===== src/rtl/symalign_pkg.sv =====
// Package: shared constants, state type and the 4B/5B code table for the
// receive code-group aligner. Groups are written first-received bit at MSB.
package symalign_pkg;

    localparam int SYM_W = 5;
    localparam int NIB_W = 4;
    localparam int WIN_W = 2 * SYM_W;
    localparam int NUM_DATA = 1 << NIB_W;

    localparam logic [SYM_W-1:0] SYM_IDLE = 5'b11111;
    localparam logic [SYM_W-1:0] SYM_J    = 5'b11000;
    localparam logic [SYM_W-1:0] SYM_K    = 5'b10001;
    localparam logic [SYM_W-1:0] SYM_T    = 5'b01101;

    localparam logic [NIB_W-1:0] NIB_PRE  = 4'b0101;
    localparam logic [NIB_W-1:0] NIB_BAD  = 4'b1110;
    localparam logic [NIB_W-1:0] NIB_INV  = 4'b0000;

    // Ones of J received before its first zero bit.
    localparam int J_LEAD_ONES = 2;

    typedef enum logic [2:0] {
        ST_HUNT,
        ST_SEEK,
        ST_FRAME,
        ST_TAIL,
        ST_BAD
    } align_state_e;

    typedef struct packed {
        logic              hit;
        logic [NIB_W-1:0]  nib;
        logic              idle;
        logic              term;
    } grp_info_t;

    // Five-bit data code for a nibble value.
    function automatic logic [SYM_W-1:0] code_of(input logic [NIB_W-1:0] n);
        logic [SYM_W-1:0] c;
        case (n)
            4'h0: c = 5'b11110;
            4'h1: c = 5'b01001;
            4'h2: c = 5'b10100;
            4'h3: c = 5'b10101;
            4'h4: c = 5'b01010;
            4'h5: c = 5'b01011;
            4'h6: c = 5'b01110;
            4'h7: c = 5'b01111;
            4'h8: c = 5'b10010;
            4'h9: c = 5'b10011;
            4'hA: c = 5'b10110;
            4'hB: c = 5'b10111;
            4'hC: c = 5'b11010;
            4'hD: c = 5'b11011;
            4'hE: c = 5'b11100;
            default: c = 5'b11101;
        endcase
        return c;
    endfunction

endpackage


===== src/rtl/bit_window.sv =====
// Module: bit_window
// Shifts the serial bit into a window, newest bit at bit 0. Also exposes the
// window as it will be after this clock, so decisions line up with the edge
// that samples the bit. Assumes one valid bit per clock; resets to all ones
// (idle) so no spurious zero appears.
module bit_window #(
    parameter int WIN = 10
) (
    input  logic           clk,
    input  logic           rst_n,
    input  logic           bit_in,
    output logic [WIN-1:0] win_q,
    output logic [WIN-1:0] win_nx
);

    // Next-window view: every stage takes its younger neighbour.
    assign win_nx[0] = bit_in;
    for (genvar g = 1; g < WIN; g++) begin : g_stage
        assign win_nx[g] = win_q[g-1];
    end

    // Window register, cleared to idle ones.
    always_ff @(posedge clk) begin
        if (!rst_n) win_q <= '1;
        else        win_q <= win_nx;
    end

endmodule


===== src/rtl/group_decoder.sv =====
// Module: group_decoder
// Combinational classification of one 5-bit group: data hit and nibble,
// idle, or end-of-stream T. Assumes the group's first-received bit is MSB.
module group_decoder
    import symalign_pkg::*;
(
    input  logic [SYM_W-1:0] grp,
    output grp_info_t        info
);

    logic [NUM_DATA-1:0] match;

    // One comparator per data code.
    for (genvar g = 0; g < NUM_DATA; g++) begin : g_cmp
        assign match[g] = (grp == code_of(NIB_W'(g)));
    end

    // Fold the one-hot match into a nibble.
    always_comb begin
        info.nib = '0;
        for (int i = 0; i < NUM_DATA; i++) begin
            if (match[i]) info.nib = info.nib | NIB_W'(i);
        end
        info.hit  = |match;
        info.idle = (grp == SYM_IDLE);
        info.term = (grp == SYM_T);
    end

endmodule


===== src/rtl/align_ctrl.sv =====
// Module: align_ctrl
// Alignment state machine and registered MII-style outputs. It hunts for a
// zero, checks the ten-bit window for J,K once the pair would be complete,
// then slices groups every SYM_W bits until T or idle ends the frame. A
// carrier without the delimiter enters a held error state that clears after
// IDLE_CLR consecutive idle groups. Assumes win_nx/info describe the bits
// as of the current edge.
module align_ctrl
    import symalign_pkg::*;
#(
    parameter int IDLE_CLR = 2
) (
    input  logic             clk,
    input  logic             rst_n,
    input  logic             bit_in,
    input  logic [WIN_W-1:0] win_nx,
    input  grp_info_t        info,
    output logic             nib_stb,
    output logic [NIB_W-1:0] nib,
    output logic             rx_dv,
    output logic             rx_crs,
    output logic             rx_er
);

    localparam int SEEK_LAST = WIN_W - J_LEAD_ONES - 2;
    localparam int CNT_W     = $clog2(WIN_W);
    localparam int RUN_W     = $clog2(IDLE_CLR + 1);
    localparam logic [WIN_W-1:0] JK_PAT = {SYM_J, SYM_K};

    align_state_e     st_q, st_d;
    logic [CNT_W-1:0] cnt_q, cnt_d;
    logic [RUN_W-1:0] run_q, run_d;
    logic             stb_d, dv_d, crs_d, er_d;
    logic [NIB_W-1:0] nib_d;
    logic             grp_done;
    logic             two_zeros;

    assign grp_done  = (cnt_q == CNT_W'(SYM_W - 1));
    assign two_zeros = ($countones(~win_nx) >= 2);

    // Next-state and output decisions for the current bit.
    always_comb begin
        st_d  = st_q;
        cnt_d = cnt_q;
        run_d = run_q;
        stb_d = 1'b0;
        nib_d = nib;
        dv_d  = rx_dv;
        crs_d = rx_crs;
        er_d  = rx_er;
        case (st_q)
            ST_HUNT: begin
                if (!bit_in) begin
                    st_d  = ST_SEEK;
                    cnt_d = '0;
                end
            end
            ST_SEEK: begin
                if (cnt_q == CNT_W'(SEEK_LAST)) begin
                    cnt_d = '0;
                    if (win_nx == JK_PAT) begin
                        st_d  = ST_FRAME;
                        stb_d = 1'b1;
                        nib_d = NIB_PRE;
                        dv_d  = 1'b0;
                        crs_d = 1'b1;
                        er_d  = 1'b0;
                    end else if (two_zeros) begin
                        st_d  = ST_BAD;
                        run_d = '0;
                        stb_d = 1'b1;
                        nib_d = NIB_BAD;
                        dv_d  = 1'b0;
                        crs_d = 1'b1;
                        er_d  = 1'b1;
                    end else begin
                        st_d = ST_HUNT;
                    end
                end else begin
                    cnt_d = cnt_q + 1'b1;
                end
            end
            ST_FRAME: begin
                cnt_d = grp_done ? '0 : cnt_q + 1'b1;
                if (grp_done) begin
                    if (info.term) begin
                        st_d = ST_TAIL;
                        dv_d = 1'b0;
                        er_d = 1'b0;
                    end else if (info.idle) begin
                        st_d  = ST_HUNT;
                        dv_d  = 1'b0;
                        crs_d = 1'b0;
                        er_d  = 1'b0;
                    end else if (info.hit) begin
                        stb_d = 1'b1;
                        nib_d = info.nib;
                        dv_d  = 1'b1;
                        er_d  = 1'b0;
                    end else begin
                        stb_d = 1'b1;
                        nib_d = NIB_INV;
                        dv_d  = 1'b1;
                        er_d  = 1'b1;
                    end
                end
            end
            ST_TAIL: begin
                cnt_d = grp_done ? '0 : cnt_q + 1'b1;
                if (grp_done) begin
                    st_d  = ST_HUNT;
                    dv_d  = 1'b0;
                    crs_d = 1'b0;
                    er_d  = 1'b0;
                end
            end
            ST_BAD: begin
                cnt_d = grp_done ? '0 : cnt_q + 1'b1;
                if (grp_done) begin
                    if (info.idle && run_q == RUN_W'(IDLE_CLR - 1)) begin
                        st_d  = ST_HUNT;
                        run_d = '0;
                        crs_d = 1'b0;
                        er_d  = 1'b0;
                    end else begin
                        stb_d = 1'b1;
                        nib_d = NIB_BAD;
                        er_d  = 1'b1;
                        run_d = info.idle ? run_q + 1'b1 : '0;
                    end
                end
            end
            default: st_d = ST_HUNT;
        endcase
    end

    // State and output registers.
    always_ff @(posedge clk) begin
        if (!rst_n) begin
            st_q    <= ST_HUNT;
            cnt_q   <= '0;
            run_q   <= '0;
            nib_stb <= 1'b0;
            nib     <= '0;
            rx_dv   <= 1'b0;
            rx_crs  <= 1'b0;
            rx_er   <= 1'b0;
        end else begin
            st_q    <= st_d;
            cnt_q   <= cnt_d;
            run_q   <= run_d;
            nib_stb <= stb_d;
            nib     <= nib_d;
            rx_dv   <= dv_d;
            rx_crs  <= crs_d;
            rx_er   <= er_d;
        end
    end

endmodule


===== src/rtl/symbol_aligner.sv =====
// Module: symbol_aligner (top)
// Serial 100Base-X receive aligner: bit window, group classifier on the
// newest five bits, and the alignment controller. Assumes one code bit per
// clock, already descrambled and NRZ.
module symbol_aligner
    import symalign_pkg::*;
#(
    parameter int IDLE_CLR = 2
) (
    input  logic             clk,
    input  logic             rst_n,
    input  logic             rx_bit,
    output logic             nib_stb,
    output logic [NIB_W-1:0] nib,
    output logic             rx_dv,
    output logic             rx_crs,
    output logic             rx_er
);

    logic [WIN_W-1:0] win_q;
    logic [WIN_W-1:0] win_nx;
    grp_info_t        info;

    bit_window #(.WIN(WIN_W)) u_win (
        .clk    (clk),
        .rst_n  (rst_n),
        .bit_in (rx_bit),
        .win_q  (win_q),
        .win_nx (win_nx)
    );

    group_decoder u_dec (
        .grp  (win_nx[SYM_W-1:0]),
        .info (info)
    );

    align_ctrl #(.IDLE_CLR(IDLE_CLR)) u_ctrl (
        .clk     (clk),
        .rst_n   (rst_n),
        .bit_in  (rx_bit),
        .win_nx  (win_nx),
        .info    (info),
        .nib_stb (nib_stb),
        .nib     (nib),
        .rx_dv   (rx_dv),
        .rx_crs  (rx_crs),
        .rx_er   (rx_er)
    );

endmodule


===== config.mk =====
export PLATFORM = sky130hd
export DESIGN_NAME = symbol_aligner
export DESIGN_NICKNAME = d
export VERILOG_FILES = /design/src/rtl/symalign_pkg.sv /design/src/rtl/bit_window.sv /design/src/rtl/group_decoder.sv /design/src/rtl/align_ctrl.sv /design/src/rtl/symbol_aligner.sv
export SDC_FILE = /design/constraint.sdc
export NUM_CORES = 1
export LEC_CHECK = 0
export CAP_MARGIN = 20
export CORE_ASPECT_RATIO = 1.25
export CORE_UTILIZATION = 60
export CTS_CLUSTER_DIAMETER = 60
export CTS_CLUSTER_SIZE = 30
export DETAILED_ROUTE_END_ITERATION = 12
export PLACE_DENSITY = 0.76
export SLEW_MARGIN = 20
export SYNTH_ARGS = -nofsm -noshare
export SYNTH_HDL_FRONTEND = slang
export SYNTH_SLANG_ARGS = --single-unit

===== constraint.sdc =====
create_clock -name clk -period 13.9 [get_ports clk]
set_clock_uncertainty 0.2 [all_clocks]
set_input_delay 2.78 -clock clk [delete_from_list [all_inputs] [get_ports clk]]
set_output_delay 2.78 -clock clk [all_outputs]
set_load 0.005 [all_outputs]

==> metrics.md <==
| Metric | Value |
|---|---|
| Outcome | `finished, final reports clean` |
| Type of origin of the critical path | `primary input` |
| Most frequent cells in the layout | `inv_1 (28), dfxtp_1 (26), nand2_1 (24)` |
| RSZ-0062 raised after global routing | `no` |
| Max_slew headroom | `37.3%` |
| Final setup viols | `0` |
| Initial DRC count | `between 40 and 50` |
| Fillers | `265` |
| Commonest non-fill, non-tap cell in the layout | `inv_1` |
| Power Density | `123 mW/mm²` |
| Largest net degree at the start of global routing | `25` |
| Post-CTS Resized | `0` |
| Worst slew pin tran | `a little over 0.9 ns` |
| Pre-Repair DR Iteration Count | `5` |
| Gate Count Post-Synth | `about 230` |
| Critical path arrival | `slightly below 7 ns` |
| Port Buf Inserts | `10` |
| Final Cycle Share | `49.7%` |
| Drt wl/cell | `14.9 µm` |
| Peak VDD IR | `slightly below 100 µV` |
| Routability congestion estimate | `0.886` |
| Layout cells sized above 1 | `4.82%` |
| Ys async rst share | `0%` |
| Ys flop type | `dfxtp_1` |
| Compound-Gate Fraction of Synth Area | `approximately a fifth` |
| DR vias | `approximately 1600` |
| CP max FO | `5` |
| Static Leak | `0.930 nW` |
| H-tree levels | `1` |
| Die area | `around 0.0034 mm²` |
| Root Driver | `clkbuf_4` |
| Peak Freq | `145 MHz` |
| Avg Inst Size Synth | `~8.5 µm²` |
| EDFF count, synth | `0` |
| R2R depth | `13` |
| Final non-filler cell total | `around 260` |
| Layout overhead on the synthesized area | `5.80%` |
| N_diodes | `0` |
| Initial antenna violation count | `0` |
| Post-CTS setup buffer count | `0` |
| Final Hold Viols | `0` |
| Slew Viols, Final | `0` |
| Kind of end point of the critical path | `register` |
| Minimum clock period after layout | `around 6.9 ns` |
| Die H | `65.2 µm` |
| Minimum hold slack | `0.240 ns` |
| Hpwl dp | `3040 µm` |
| Routed WL | `3940 µm` |
| Hold Path Class | `reg -> reg` |
| CTS buffer count | `3` |
| Ys Warns | `0` |
| WP data required | `13.93 ns` |
| Synthesized net count | `253` |
| Post-Route Utilization | `~68%` |
| Via density | `between 6 and 7` |
| TritonCTS clock tree | `built` |
| DRC Markers | `0` |
| Post-synthesis xor/xnor area fraction | `1.83%` |
| Multiplexer area fraction after synthesis | `4.76%` |
| Largest family of logic cells by synthesized area | `simple AND/OR/NAND/NOR gates` |
| Global route overflow | `0` |
| DIE WIDTH | `around 53 µm` |
| Synth cell types | `52` |
| Core area | `0.00300 mm²` |
| Register area share after synthesis | `27.1%` |
| Layout Nets | `258` |
| Rows | `22` |
| Netlist Area Pre-Place | `between 0.0015 and 0.002 mm²` |
| Initial cell density of the core | `64.0%` |
| Post-detailed-route count of antenna-violating nets | `0` |
| Setup tns final | `0 ns` |
| Clock buffer depth | `2` |
| Boundary Pins | `11` |
| Clk_lat worst skew | `approximately 0.32 ns` |
| Worst hold stages | `2` |
| Cell count after placement | `261` |
| Post-synthesis simple-gate area fraction | `about a fifth` |
| Worst-path clk slew | `0.13 ns` |
| Maxcap violations | `0` |
| Vias in the first global route | `1591` |
| Synth Area in Adders | `about a fifth` |
| First-pass GRT wire length | `6940 µm` |
| Cts hold-fix bufs | `0` |
| Synth Register Bits | `26` |
| Critical path class | `in -> reg` |
| GRT Util Overall | `approximately a quarter` |
| R2R setup slack | `slightly above 9 ns` |
| CTS sink cnt | `26` |
## power by group
part / internal (mW) / total (mW) / switching (mW)
Clock: 0.0102 / 0.0320 / 0.0219
Combinational: 0.0558 / 0.114 / 0.0583
Sequential: 0.0860 / 0.104 / 0.0175
## metal layers
metal | up-vias | wire, µm | GRT usage, % | share of wire, %
li1 | 780 | - | - | -
met1 | 760 | 1730 | 32.8 | 44
met2 | 46 | 1970 | 46.7 | 50
met3 | 10 | 144 | 3.01 | 3.7
met4 | 0 | 98 | 8.55 | 2.5
met5 | - | 0 | 0 | 0
## flip-flops by register name, summed over array words and instances, names as in the netlist
signal and cells:
u_ctrl.run_q 2, u_ctrl.rx_crs 1, u_ctrl.nib_stb 1, u_ctrl.rx_dv 1, u_ctrl.rx_er 1, u_ctrl.nib 4
u_win.win_q 9, u_ctrl.st_q 3, u_ctrl.cnt_q 4
## worst paths after layout
| path | startpoint | to |
|---|---|---|
| hold reg to reg | u_win.win_q[5] | u_win.win_q[6] |
| hold / removal | u_win.win_q[5] | u_win.win_q[6] |
| setup / recovery | rx_bit | u_ctrl.rx_er |
| setup reg to reg | u_win.win_q[3] | u_ctrl.rx_er |
## cell type report
class                      instances  area, µm²  area share, %
multi-input combinational        161       1240           60.9
sequential                        26        520           25.6
inverter                          28        105           5.18
timing repair buffer              10        100           4.93
tap                               36       45.0           2.22
clock buffer                       3       22.5           1.11
## critical path, stage by stage
cell	delay [ns]
clkdlybuf4s50_1	0.55
inv_1	0.10
ha_1	0.29
inv_1	0.05
fa_1	0.50
fa_1	0.52
fa_1	0.41
inv_1	0.08
fa_1	0.42
nor4b_1	0.27
a31oi_1	0.22
o21ai_0	0.42
a21oi_1	0.10
o211a_1	0.22
## cell families (layout without fill, tap and decap cells)
| logic type | count (synthesis) | after routing |
|---|---|---|
| compound gates | 49 | 49 |
| flops | 26 | 26 |
| xor+xnor | 4 | 4 |
| buf+inv | 38 | 41 |
| fa+ha+maj | 26 | 26 |
| simple gates | 73 | 73 |
| mux | 9 | 9 |
## cell usage after synthesis, types with 2 or more instances
master     n  area [µm²]
a211o_1    2        17.5
a21o_1     4        30.0
a21oi_1   10        50.1
a31oi_1    3        18.8
and2_1     2        12.5
and3_1     3        18.8
buf_2      3        15.0
buf_6      2        22.5
clkbuf_1   5        18.8
dfxtp_1   26         521
fa_1       6         120
ha_1      19         238
inv_1     28         105
mux2i_1    8        80.1
nand2_1   24        90.1
nand2b_1   5        31.3
nand3_1    6        30.0
nand3b_1   2        15.0
nand4_1    2        12.5
nor2_1    11        41.3
nor2b_1    2        12.5
nor3_1     4        20.0
o211a_1    4        40.0
o211ai_1   4        30.0
o21ai_0    9        45.0
o31ai_1    2        15.0
or2_2      2        12.5
xnor2_1    2        17.5
xor2_1     2        17.5
## through the flow
step / area (µm²) / setup WS [ns] / total power, mW
after floorplan: 1920 / 7.50 / 0.193
final: 2030 / 7.00 / 0.250
after detailed placement: 2010 / 6.66 / 0.218
after global routing: 2030 / 6.67 / 0.269
after CTS: 2030 / 7.02 / 0.250
after global placement: 2010 / 6.87 / 0.214
(Power assumes the default switching activity.)
